### src/rtl/dmon_pkg.sv
package dmon_pkg;

    typedef enum logic [1:0] {
        ST_IDLE = 2'd0,
        ST_RUN  = 2'd1,
        ST_DONE = 2'd2
    } run_state_e;

    localparam logic [15:0] OFS_MODE  = 16'h8020;
    localparam logic [15:0] OFS_START = 16'h8028;
    localparam logic [15:0] OFS_END   = 16'h8030;
    localparam logic [15:0] OFS_STAT  = 16'h8038;
    localparam logic [15:0] OFS_CFG0  = 16'h8040;
    localparam logic [15:0] OFS_VAL0  = 16'h8080;
    localparam logic [15:0] OFS_FREN  = 16'h80C0;
    localparam logic [15:0] OFS_FRCLR = 16'h80C8;
    localparam logic [15:0] OFS_FRWR  = 16'h80D0;
    localparam logic [15:0] OFS_FRRD  = 16'h80D8;

    localparam int REG_W  = 64;
    localparam int EN_BIT = 63;

endpackage

### src/rtl/dmon_ctrl.sv
module dmon_ctrl
    import dmon_pkg::*;
(
    input  logic clk,
    input  logic rst_n,
    input  logic start_req,
    input  logic end_req,
    output logic run,
    output logic done,
    output logic clr_all
);

    run_state_e state_q, state_d;

    always_ff @(posedge clk) begin
        if (!rst_n) state_q <= ST_IDLE;
        else        state_q <= state_d;
    end

    always_comb begin
        state_d = state_q;
        unique case (state_q)
            ST_IDLE: if (start_req) state_d = ST_RUN;
            ST_RUN: begin
                if (start_req)    state_d = ST_RUN;
                else if (end_req) state_d = ST_DONE;
            end
            ST_DONE: if (start_req) state_d = ST_RUN;
            default: state_d = ST_IDLE;
        endcase
    end

    always_comb begin
        run     = (state_q == ST_RUN);
        done    = (state_q == ST_DONE);
        clr_all = start_req;
    end

    assert_start_runs_R3: assert property (@(posedge clk) disable iff (!rst_n)
        start_req |=> run && !done);

    assert_end_done_R4: assert property (@(posedge clk) disable iff (!rst_n)
        (end_req && run && !start_req) |=> done && !run);

    assert_done_sticky_R4: assert property (@(posedge clk) disable iff (!rst_n)
        (done && !start_req) |=> done);

    assert_idle_waits_R3: assert property (@(posedge clk) disable iff (!rst_n)
        (!run && !done && !start_req) |=> !run && !done);

endmodule

### src/rtl/dmon_prog_cnt.sv
module dmon_prog_cnt
    import dmon_pkg::*;
#(
    parameter int CNT_W   = 49,
    parameter int NUM_EVT = 55
) (
    input  logic               clk,
    input  logic               rst_n,
    input  logic               cfg_we,
    input  logic [REG_W-1:0]   cfg_wdata,
    input  logic               clr,
    input  logic               run,
    input  logic [NUM_EVT-1:0] evt,
    output logic [REG_W-1:0]   cfg_q,
    output logic [CNT_W-1:0]   cnt_q
);

    localparam int PAD_W = EN_BIT - NUM_EVT;

    logic               en_q;
    logic [NUM_EVT-1:0] map_q;
    logic               hit;
    logic               at_max;

    always_ff @(posedge clk) begin
        if (!rst_n) begin
            en_q  <= 1'b0;
            map_q <= '0;
        end else if (cfg_we) begin
            en_q  <= cfg_wdata[EN_BIT];
            map_q <= cfg_wdata[NUM_EVT-1:0];
        end
    end

    assign cfg_q  = {en_q, {PAD_W{1'b0}}, map_q};
    assign hit    = en_q && run && (|(map_q & evt));
    assign at_max = &cnt_q;

    always_ff @(posedge clk) begin
        if (!rst_n)              cnt_q <= '0;
        else if (clr)            cnt_q <= '0;
        else if (hit && !at_max) cnt_q <= cnt_q + 1'b1;
    end

    assert_start_clear_R3: assert property (@(posedge clk) disable iff (!rst_n)
        clr |=> cnt_q == '0);

    assert_saturate_R7: assert property (@(posedge clk) disable iff (!rst_n)
        (&cnt_q && !clr) |=> &cnt_q);

    assert_step_one_R6: assert property (@(posedge clk) disable iff (!rst_n)
        !clr |=> (cnt_q >= $past(cnt_q)) && ((cnt_q - $past(cnt_q)) <= 1));

    assert_frozen_R4: assert property (@(posedge clk) disable iff (!rst_n)
        (!run && !clr) |=> $stable(cnt_q));

endmodule

### src/rtl/dmon_free_cnt.sv
module dmon_free_cnt #(
    parameter int CNT_W = 49
) (
    input  logic             clk,
    input  logic             rst_n,
    input  logic             en,
    input  logic             clr,
    input  logic             pulse,
    output logic [CNT_W-1:0] val_q
);

    localparam int LOW_W = CNT_W - 1;

    logic [LOW_W-1:0] low_q;
    logic             ovf_q;

    always_ff @(posedge clk) begin
        if (!rst_n) begin
            low_q <= '0;
            ovf_q <= 1'b0;
        end else if (clr) begin
            low_q <= '0;
            ovf_q <= 1'b0;
        end else if (en && pulse) begin
            low_q <= low_q + 1'b1;
            if (&low_q) ovf_q <= 1'b1;
        end
    end

    assign val_q = {ovf_q, low_q};

    assert_ovf_sticky_R11: assert property (@(posedge clk) disable iff (!rst_n)
        (val_q[CNT_W-1] && !clr) |=> val_q[CNT_W-1]);

    assert_clear_wins_R10: assert property (@(posedge clk) disable iff (!rst_n)
        clr |=> val_q == '0);

    assert_gated_R9: assert property (@(posedge clk) disable iff (!rst_n)
        (!en && !clr) |=> $stable(val_q));

endmodule

### src/rtl/dram_evt_monitor.sv
module dram_evt_monitor
    import dmon_pkg::*;
#(
    parameter int NUM_PROG = 8,
    parameter int NUM_EVT  = 55,
    parameter int CNT_W    = 49,
    parameter int ADDR_W   = 16
) (
    input  logic               clk,
    input  logic               rst_n,
    input  logic               bus_wr,
    input  logic               bus_rd,
    input  logic [ADDR_W-1:0]  bus_addr,
    input  logic [REG_W-1:0]   bus_wdata,
    output logic [REG_W-1:0]   bus_rdata,
    input  logic [NUM_EVT-1:0] evt_in,
    input  logic               dram_rd_pulse,
    input  logic               dram_wr_pulse
);

    localparam int NUM_FR = 2;

    logic sel_mode, sel_start, sel_end, sel_stat;
    logic sel_fren, sel_frclr, sel_frwr, sel_frrd;
    logic [NUM_PROG-1:0] cfg_sel, val_sel;

    assign sel_mode  = (bus_addr == ADDR_W'(OFS_MODE));
    assign sel_start = (bus_addr == ADDR_W'(OFS_START));
    assign sel_end   = (bus_addr == ADDR_W'(OFS_END));
    assign sel_stat  = (bus_addr == ADDR_W'(OFS_STAT));
    assign sel_fren  = (bus_addr == ADDR_W'(OFS_FREN));
    assign sel_frclr = (bus_addr == ADDR_W'(OFS_FRCLR));
    assign sel_frwr  = (bus_addr == ADDR_W'(OFS_FRWR));
    assign sel_frrd  = (bus_addr == ADDR_W'(OFS_FRRD));

    logic              mode_q;
    logic [NUM_FR-1:0] fr_en_q;
    logic              start_req, end_req;
    logic              run, done, clr_all;

    always_ff @(posedge clk) begin
        if (!rst_n) begin
            mode_q  <= 1'b0;
            fr_en_q <= '0;
        end else if (bus_wr) begin
            if (sel_mode) mode_q  <= bus_wdata[0];
            if (sel_fren) fr_en_q <= bus_wdata[NUM_FR-1:0];
        end
    end

    assign start_req = bus_wr && sel_start && bus_wdata[0] && mode_q;
    assign end_req   = bus_wr && sel_end && bus_wdata[0];

    dmon_ctrl u_ctrl (
        .clk       (clk),
        .rst_n     (rst_n),
        .start_req (start_req),
        .end_req   (end_req),
        .run       (run),
        .done      (done),
        .clr_all   (clr_all)
    );

    logic [REG_W-1:0] cfg_q [NUM_PROG];
    logic [CNT_W-1:0] cnt_q [NUM_PROG];

    for (genvar n = 0; n < NUM_PROG; n++) begin : g_prog
        localparam logic [ADDR_W-1:0] CFG_A = ADDR_W'(OFS_CFG0) + ADDR_W'(8 * n);
        localparam logic [ADDR_W-1:0] VAL_A = ADDR_W'(OFS_VAL0) + ADDR_W'(8 * n);

        assign cfg_sel[n] = (bus_addr == CFG_A);
        assign val_sel[n] = (bus_addr == VAL_A);

        dmon_prog_cnt #(
            .CNT_W   (CNT_W),
            .NUM_EVT (NUM_EVT)
        ) u_cnt (
            .clk       (clk),
            .rst_n     (rst_n),
            .cfg_we    (bus_wr && cfg_sel[n]),
            .cfg_wdata (bus_wdata),
            .clr       (clr_all),
            .run       (run),
            .evt       (evt_in),
            .cfg_q     (cfg_q[n]),
            .cnt_q     (cnt_q[n])
        );
    end

    logic [NUM_FR-1:0] fr_pulse, fr_clr;
    logic [CNT_W-1:0]  fr_val [NUM_FR];

    assign fr_pulse = {dram_rd_pulse, dram_wr_pulse};
    assign fr_clr   = (bus_wr && sel_frclr) ? bus_wdata[NUM_FR-1:0] : '0;

    for (genvar f = 0; f < NUM_FR; f++) begin : g_free
        dmon_free_cnt #(
            .CNT_W (CNT_W)
        ) u_fr (
            .clk   (clk),
            .rst_n (rst_n),
            .en    (fr_en_q[f]),
            .clr   (fr_clr[f]),
            .pulse (fr_pulse[f]),
            .val_q (fr_val[f])
        );
    end

    logic [REG_W-1:0] rd_mux;

    always_comb begin
        rd_mux = '0;
        if (sel_mode)  rd_mux = REG_W'(mode_q);
        if (sel_start) rd_mux = REG_W'({run, 1'b0});
        if (sel_stat)  rd_mux = REG_W'(done);
        if (sel_fren)  rd_mux = REG_W'(fr_en_q);
        if (sel_frwr)  rd_mux = REG_W'(fr_val[0]);
        if (sel_frrd)  rd_mux = REG_W'(fr_val[1]);
        for (int k = 0; k < NUM_PROG; k++) begin
            if (cfg_sel[k]) rd_mux = cfg_q[k];
            if (val_sel[k]) rd_mux = REG_W'(cnt_q[k]);
        end
    end

    always_ff @(posedge clk) begin
        if (!rst_n)      bus_rdata <= '0;
        else if (bus_rd) bus_rdata <= rd_mux;
    end

    assert_mode_gate_R2: assert property (@(posedge clk) disable iff (!rst_n)
        (bus_wr && sel_start && !mode_q) |=> ($stable(run) && $stable(done)));

    assert_run_done_excl_R4: assert property (@(posedge clk) disable iff (!rst_n)
        !(run && done));

endmodule

### config.mk
export PLATFORM = sky130hd
export DESIGN_NAME = dram_evt_monitor
export DESIGN_NICKNAME = d
export VERILOG_FILES = /design/src/rtl/dmon_pkg.sv /design/src/rtl/dmon_ctrl.sv /design/src/rtl/dmon_prog_cnt.sv /design/src/rtl/dmon_free_cnt.sv /design/src/rtl/dram_evt_monitor.sv
export SDC_FILE = /design/constraint.sdc
export NUM_CORES = 2
export LEC_CHECK = 0
export ABC_AREA = 1
export BUFFER_PORTS_ARGS = -buffer_cell sky130_fd_sc_hd__buf_4
export CORE_ASPECT_RATIO = 1.4
export CORE_UTILIZATION = 47
export CTS_CLUSTER_SIZE = 30
export DETAILED_ROUTE_END_ITERATION = 10
export GPL_ROUTABILITY_DRIVEN = 0
export PLACE_DENSITY = 0.66
export SYNTH_ARGS = -nofsm -noshare
export SYNTH_HDL_FRONTEND = slang
export SYNTH_SLANG_ARGS = --single-unit
### constraint.sdc
create_clock -name clk -period 2.25 [get_ports clk]
set_input_delay 0.1125 -clock clk [delete_from_list [all_inputs] [get_ports clk]]
set_output_delay 0.1125 -clock clk [all_outputs]
set_load 0.02 [all_outputs]
======== Word-level counts from Yosys, hierarchy flattened ========
Index checks and enable logic that the tools add are counted.
storage, ports and cells
  bits of input ports ..................... 141
  flip-flop bits (word level) ............. 1007
  output and inout port bits .............. 64
  logic and storage cells ................. 180
cells by class
  muxes and demuxes ....................... 27
  eq/ne operators ......................... 28
  add/sub/neg operators ................... 10
  bitwise operators ....................... 9
  reduce and logical (&&, ||, !) cells .... 74
operator list
  kind                                                                      count
  64-bit 2-to-1 mux                                                         21
  49-bit AND reduction                                                      10
  55-bit bitwise AND                                                        8
  55-bit OR reduction                                                       8
  49-bit by 1-bit adder with 49-bit output (second input constant)          8
  16-bit equality test (second input constant)                              24
  48-bit by 1-bit adder with 48-bit output (second input constant)          2
  1-bit logical AND                                                         40
  1-bit logical NOT                                                         8
  2-bit 2-to-1 mux                                                          4
  2-bit OR reduction                                                        4
  2-bit AND reduction                                                       3
  2-bit case mux with 2 select lines                                        1
  3-bit inequality test (second input constant)                             1
  2-bit by 1-bit equality test with 1-bit output (second input constant)    1
  2-bit equality test (second input constant)                               1
  2-bit logical NOT                                                         1
  2-bit by 1-bit inequality test with 1-bit output (second input constant)  1
  1-bit 2-to-1 mux                                                          1
  1-bit NOT                                                                 1

======== Logic depth before layout (Yosys ltp) ========
  word-level depth ........................ 23
  mapped depth ............................ 25
  gate-level depth less buffers ........... 24

======== By module ========
From an unflattened synthesis, not the netlist that was laid out.
second synthesis, totals
  cells, all modules ...................... 11019
  area, all modules ....................... 64421.8 µm²
by module, submodules not included
  module            area an instance (µm²)  times used  cells an instance  seq. area each (µm²)
  dmon_prog_cnt     5779.3                  8           935                2102.0
  dram_evt_monitor  12261.8                 1           2563               1341.3
  dmon_free_cnt     2907.8                  2           479                980.9
  dmon_ctrl         110.1                   1           18                 40.0

======== Worst setup path before layout ========
OpenSTA, ideal clock, no wires.
  path kind ............................... register to register
  start ................................... register g_prog[1].u_cnt.cnt_q[0]
  end ..................................... register g_prog[1].u_cnt.cnt_q[35]
  slack ................................... 0.050 ns
  clock period less this slack ............ 2.200 ns
  data arrival time ....................... 2.068 ns
  path buffers ............................ 2
  setup time .............................. 0.132 ns
  data required time ...................... 2.118 ns
  stages on the path, launching flop included .. 14
  cell sequence ........................... dfxtp_1 > ha_1 > inv_1 > nor3_1 > nand2_1 > inv_1 > nand4_1 > or4_4 > nand2_4 > inv_2 > buf_6 > buf_2 > nand2_1 > a21oi_1
between the ends
  cells in the longest elaborated chain, start to end .. 3
  elaborated cells between the ends (all ways) .. 4
  those cells by class .................... add/sub (1); reduce/logical (3)
RTL lines
  item                                                                                              line                 source
  from (decl)                                                                                       dmon_prog_cnt.sv:15  output logic [CNT_W-1:0] cnt_q
  from (signal assigned)                                                                            dmon_prog_cnt.sv:42  else if (hit && !at_max) cnt_q <= cnt_q + 1'b1;
  parallel branches: the longest is 3 deep, another holds 49-bit by 1-bit adder with 49-bit output  -
Parallel ways; which one is timed is not known.
A chain may end at the register's enable or synchronous reset.

======== Worst setup path after layout ========
  start ................................... register g_prog[0].u_cnt.map_q[32]
  end ..................................... register g_prog[0].u_cnt.cnt_q[25]
between the ends
  cells in the longest elaborated chain, start to end .. 4
RTL lines
  item                    line                 source
  from (decl)             dmon_prog_cnt.sv:21  logic [NUM_EVT-1:0] map_q;
  from (signal assigned)  dmon_prog_cnt.sv:31  map_q <= cfg_wdata[NUM_EVT-1:0];
  55-bit bitwise AND      dmon_prog_cnt.sv:36  assign hit = en_q && run && (|(map_q & evt));
  55-bit OR reduction     dmon_prog_cnt.sv:36
  1-bit logical AND       dmon_prog_cnt.sv:36
  1-bit logical AND       dmon_prog_cnt.sv:42
  to (signal assigned)    dmon_prog_cnt.sv:42
  to (decl)               dmon_prog_cnt.sv:15
Every way passes these cells.

==> flow_results.org <==
** Hold path
- Along the worst hold path, the cell count comes to 7.
- The startpoint identified for the worst hold timing path is bus_addr[12].
- Class of the tightest hold or removal check :: primary input to register
- WHS Endpoint :: g_free[0].u_fr.ovf_q

** Flow run
- Max-cap violations in this run came to 0.

** Timing
- Final-report max-slew violation count :: 0
- Headroom to the max-slew limit :: 31.7%
- For the final database, setup skew stands at approximately 0.058 ns.
- Counting I/O delays and the setup requirement, the final critical path takes between 2 and 2.5 ns.
- Final-report setup violation count :: 158
- The worst path uses 108% of the clock period.
- Fmax :: 0.413 GHz
- Final hold vios :: 0
- Pin slew with the least headroom to its limit :: between 1 and 1.5 ns
- Setup repair after global routing could not meet its margin everywhere.
- After layout, the worst setup slack is -0.171 ns.

** Setup path
- In this run the critical register-to-register path is launched from g_prog[0].u_cnt.map_q[32].
- Reg2reg end :: g_prog[0].u_cnt.cnt_q[25]
- CP Class :: register to register
- Along the worst path, the maximum fanout reaches 4.
- Kind of start point of the critical path :: register
- Required time of the critical path :: 2.86 ns
- STA classifies the critical path endpoint as a register.
- Logic depth of the worst register-to-register path :: 14
- Register-to-Register Setup Slack :: -0.17 ns
- Arrival time of data at the critical path endpoint :: 3.03 ns

** Logic synthesis
- Post-synthesis compound-gate area fraction :: 19.1%
- After synthesis, the largest area contributor takes up 35.5% of total cell area.
- For this run, the leading register cell type out of synthesis is sky130_fd_sc_hd__dfxtp_1.
- After synthesis the netlist holds a flip-flop and latch count of 999.
- Async set or reset register ratio after synthesis :: 0%
- Synth Cell Area :: roughly 0.056 mm2
- Ranked by total cell area, the synthesized netlist is headed by sky130_fd_sc_hd__dfxtp_1 36%, sky130_fd_sc_hd__nand2_1 14%, sky130_fd_sc_hd__a21oi_1 9.3%.
- Counting distinct cell types in the post-synthesis netlist gives 56.
- Of the total synthesized cell area, the portion taken by full adders, half adders and majority gates is 0.222%.
- After synthesis, flip-flops and latches occupy 35.5% of the total area.
- Multiplexer cells account for 0% of the synthesized area.
- The synthesized design contains 0 enable-type register cells.
- The synthesized design spends more area on one cell type than any other, namely sky130_fd_sc_hd__dfxtp_1.
- Number of standard cells after synthesis :: 8763
- Number of synthesis warnings :: 0
- A synthesized cell averages 6.43 um2.
- Combinational family with the most area after synthesis :: simple AND/OR/NAND/NOR gates
- Simple-gate area share of the yosys netlist :: 30.8%
- Commonest cells in the synthesized netlist :: 2062 x sky130_fd_sc_hd__nand2_1, 1048 x sky130_fd_sc_hd__a21oi_1, 1016 x sky130_fd_sc_hd__inv_1
- Cell with the most instances after synthesis :: sky130_fd_sc_hd__nand2_1
- Post-Synth XOR/XNOR Area :: 4.20%

** Power and ir drop
- Combinational logic is responsible for 4.9% of the overall power.
- The analysis attributes to cell leakage a power of 27.9 nW.
- VDD IR-drop max :: around 0.0007 V
- The internal power of the cells totals 29.3 mW.
- Proportion of power drawn by flip-flops and latches :: a little under half
- Net switching component of the power :: between 9 and 10 mW
- Net switching is 24.8% of the power.
- In this run the power density over the cells is 507 mW/mm2.
- Clk network pwr share :: 49.6%

** Drt
- Final WL :: 295 mm
- In the routed design, unresolved DRC markers number 0.
- Detailed router's first-iteration violation count :: between 9k and 10k
- The final route contains 70.4k vias.
- Vias per Instance :: 6.01
- Post-route ant nets :: 0
- Before antenna repair, the detailed router went through 10 iterations.
- After detailed routing, the average wire length per cell comes to 25.2 um.

** Global route
- The first global-routing pass estimated ~420 mm of wire.
- In the global route stage, met2 resource usage came out at a little under 70%.
- Entering global routing, the biggest net connects 208 pins.
- Busiest metal layer after global routing :: met2
- After global routing the overflow that remains totals 0.
- Met1 usage :: 48.2%
- Aggregate global-route resource usage :: 46.5%
- GR Layer Usage met3 :: 14.7%
- Number of global-route vias before repair :: ~65k
- The initial antenna violation count came to 14.

** Cells and area
- Measured on the finished design, the core utilization comes to 64.9%.
- The count of cells in the finished layout, fillers not included, comes to 11.7k.
- Compared with the post-synthesis result, the final layout area differs by 36.4%.
- At the end of the flow, the number of nets in the layout was 10.2k.
- Design area :: 0.0768 mm2
- Counting the fill cells in the layout gives 10.4k.
- Share of post-route cells with drive strength above 1 :: 23.3%

** Clocking
- Clock slew at reported path FFs :: 0.06 ns
- The cell sitting at the root of the clock tree is a sky130_fd_sc_hd__clkbuf_16.
- CTS H-tree depth :: 3
- TritonCTS clock tree :: built
- No sink is reached through more buffers than the 3 on the longest clock path.
- The later pin in the worst-skew pair is clocked with a latency of 0.78 ns.
- The clock drives 999 sinks.
- In this run, CTS created clock tree buffers numbering roughly 110.

** Place
- Timing analysis after detailed placement gives a worst setup slack of -0.746 ns.
- Buffers on Ports :: 188
- DP Wirelength :: 223 mm
- Instance count after placement with tap cells included :: 11.3k
- Cell Area, Placed :: 0.0684 mm2

** Status
- Failing checks :: setup timing
- The flow ran to the end, but the final reports show violations.

** Die
- Die extent in y :: 412 um
- IO Count :: 205
- Once the floorplan was initialized, standard cells occupied around 48% of the core.
- From left edge to right edge, the die measures 295 um.
- After floorplanning, the core was sized to cover 0.118 mm2.
- Standard-cell rows :: 149
- Die ar. :: 0.121 mm2
## power groups by stage
stage          combinational (mW)  sequential, mW  clock, mW
3_5_place_dp                 1.61            18.1          0
3_3_place_gp                 1.61            18.1          0
2_1_floorplan               0.591            18.1          0
4_1_cts                      1.72            17.7       19.2
6_report                     1.90            17.7       19.3
5_1_grt                      1.91            17.7       20.0
## per-layer routing
| metal | vias to the layer above | wire (um) |
|---|---|---|
| li1 | 31500 | - |
| met1 | 32000 | 92000 |
| met2 | 5072 | 122000 |
| met3 | 1743 | 37600 |
| met4 | 12 | 43100 |
| met5 | - | 76 |
## cells by family (layout without fill, tap and decap cells)
group	count (synthesis)	after routing
AO/OA/AOI/OAI	1988	1988
XOR/XNOR	270	270
adder cells (fa/ha/maj)	10	10
buffers and inverters	1484	2830
flip-flops	999	999
other	1	14
AND/OR/NAND/NOR	4011	4011
## worst max-delay path, stage by stage (launching register included)
cell	delay (ns)
sky130_fd_sc_hd__dfxtp_1	0.30
sky130_fd_sc_hd__inv_1	0.09
sky130_fd_sc_hd__o21ai_0	0.10
sky130_fd_sc_hd__a221oi_1	0.42
sky130_fd_sc_hd__nand3_1	0.15
sky130_fd_sc_hd__nor2_2	0.28
sky130_fd_sc_hd__a21oi_2	0.14
sky130_fd_sc_hd__nand2_4	0.14
sky130_fd_sc_hd__buf_6	0.14
sky130_fd_sc_hd__buf_6	0.11
sky130_fd_sc_hd__nor3_4	0.04
sky130_fd_sc_hd__buf_6	0.13
sky130_fd_sc_hd__xor2_1	0.13
sky130_fd_sc_hd__inv_1	0.05
sky130_fd_sc_hd__nor2_1	0.03
## registers in the layout, summed over array words and instances (netlist names)
| register | count |
|---|---|
| fr_en_q | 2 |
| u_ctrl.state_q | 2 |
| g_free.u_fr.ovf_q | 2 |
| mode_q | 1 |
| g_prog.u_cnt.map_q | 440 |
| bus_rdata | 56 |
| g_prog.u_cnt.cnt_q | 392 |
| g_prog.u_cnt.en_q | 8 |
| g_free.u_fr.low_q | 96 |
## metrics by stage
| stage | power [mW] | TNS [ns] | hold slack (ns) |
|---|---|---|---|
| floorplan | 18.7 | 0 | 0.306 |
| global placement | 19.7 | -128.16 | 0.444 |
| detailed placement | 19.7 | -148.16 | 0.450 |
| CTS | 38.6 | -0.116 | 0.00859 |
| global route | 39.6 | -16.04 | 0.0971 |
| finish | 38.9 | -6.96 | 0.0540 |
## cell type report
| type | count | area (um2) | share of cell area, % |
|---|---|---|---|
| Tap cell | 1585 | 1980 | 2.58 |
| Inverter | 1049 | 4010 | 5.22 |
| Timing Repair inverter | 2 | 18.8 | 0.0244 |
| Clock buffer | 150 | 3140 | 4.09 |
| Timing Repair Buffer | 1581 | 13700 | 17.8 |
| Antenna cell | 6 | 15.0 | 0.0195 |
| Multi-Input combinational cell | 6287 | 33400 | 43.4 |
| Clock inverter | 48 | 597 | 0.777 |
| Sequential cell | 999 | 20100 | 26.1 |
## layout by cell type (no fill, tap or decap), types with 47 or more instances in the layout
| master | synthesis | routed |
|---|---|---|
| sky130_fd_sc_hd__buf_4 | 17 | 1336 |
| sky130_fd_sc_hd__nand3_1 | 355 | 320 |
| sky130_fd_sc_hd__nand4_1 | 252 | 252 |
| sky130_fd_sc_hd__nor2_4 | 4 | 51 |
| sky130_fd_sc_hd__a21oi_1 | 1048 | 983 |
| sky130_fd_sc_hd__nand2_1 | 2062 | 1953 |
| sky130_fd_sc_hd__inv_2 | 31 | 57 |
| sky130_fd_sc_hd__nor4_1 | 110 | 84 |
| sky130_fd_sc_hd__nor3_2 | 18 | 52 |
| sky130_fd_sc_hd__a221oi_1 | 69 | 55 |
| sky130_fd_sc_hd__inv_1 | 1016 | 975 |
| sky130_fd_sc_hd__dfxtp_1 | 999 | 952 |
| sky130_fd_sc_hd__buf_12 | 0 | 92 |
| sky130_fd_sc_hd__nor2_1 | 827 | 741 |
| sky130_fd_sc_hd__o22ai_1 | 60 | 47 |
| sky130_fd_sc_hd__clkbuf_16 | 0 | 116 |
| sky130_fd_sc_hd__nor3_1 | 273 | 215 |
| sky130_fd_sc_hd__dlygate4sd3_1 | 0 | 70 |
| sky130_fd_sc_hd__a21oi_2 | 0 | 64 |
| sky130_fd_sc_hd__nand2_2 | 8 | 84 |
| sky130_fd_sc_hd__xor2_1 | 193 | 193 |
| sky130_fd_sc_hd__nor2_2 | 20 | 59 |
| sky130_fd_sc_hd__buf_6 | 2 | 66 |
| sky130_fd_sc_hd__xnor2_1 | 77 | 75 |
| sky130_fd_sc_hd__o21ai_0 | 637 | 602 |
## how the worst max path moves through the flow
stage / start / endpoint / cells past startpoint / slack [ns]
floorplan: g_prog[1].u_cnt.cnt_q[0] / g_prog[1].u_cnt.cnt_q[35] / 13 / 0.05
global placement: evt_in[22] / g_prog[0].u_cnt.cnt_q[25] / 15 / -0.77
detailed placement: evt_in[22] / g_prog[0].u_cnt.cnt_q[25] / 15 / -0.75
CTS: g_prog[0].u_cnt.map_q[22] / g_prog[0].u_cnt.cnt_q[25] / 14 / -0.07
global route: fr_en_q[0] / g_free[0].u_fr.low_q[26] / 14 / -0.22
finish: g_prog[0].u_cnt.map_q[32] / g_prog[0].u_cnt.cnt_q[25] / 14 / -0.17
## what timing repair did
| item | CTS | global route |
|---|---|---|
| gates resized for setup | 204 | 641 |
| endpoints found under the setup margin | 345 | 420 |
| pin swaps | 39 | 197 |
| endpoints found under the hold margin | 484 | 0 |
| cloned | 5 | 9 |
| hold buffers | 70 | 0 |
| setup buffers | 13 | 67 |
(Power assumes the default switching activity.)
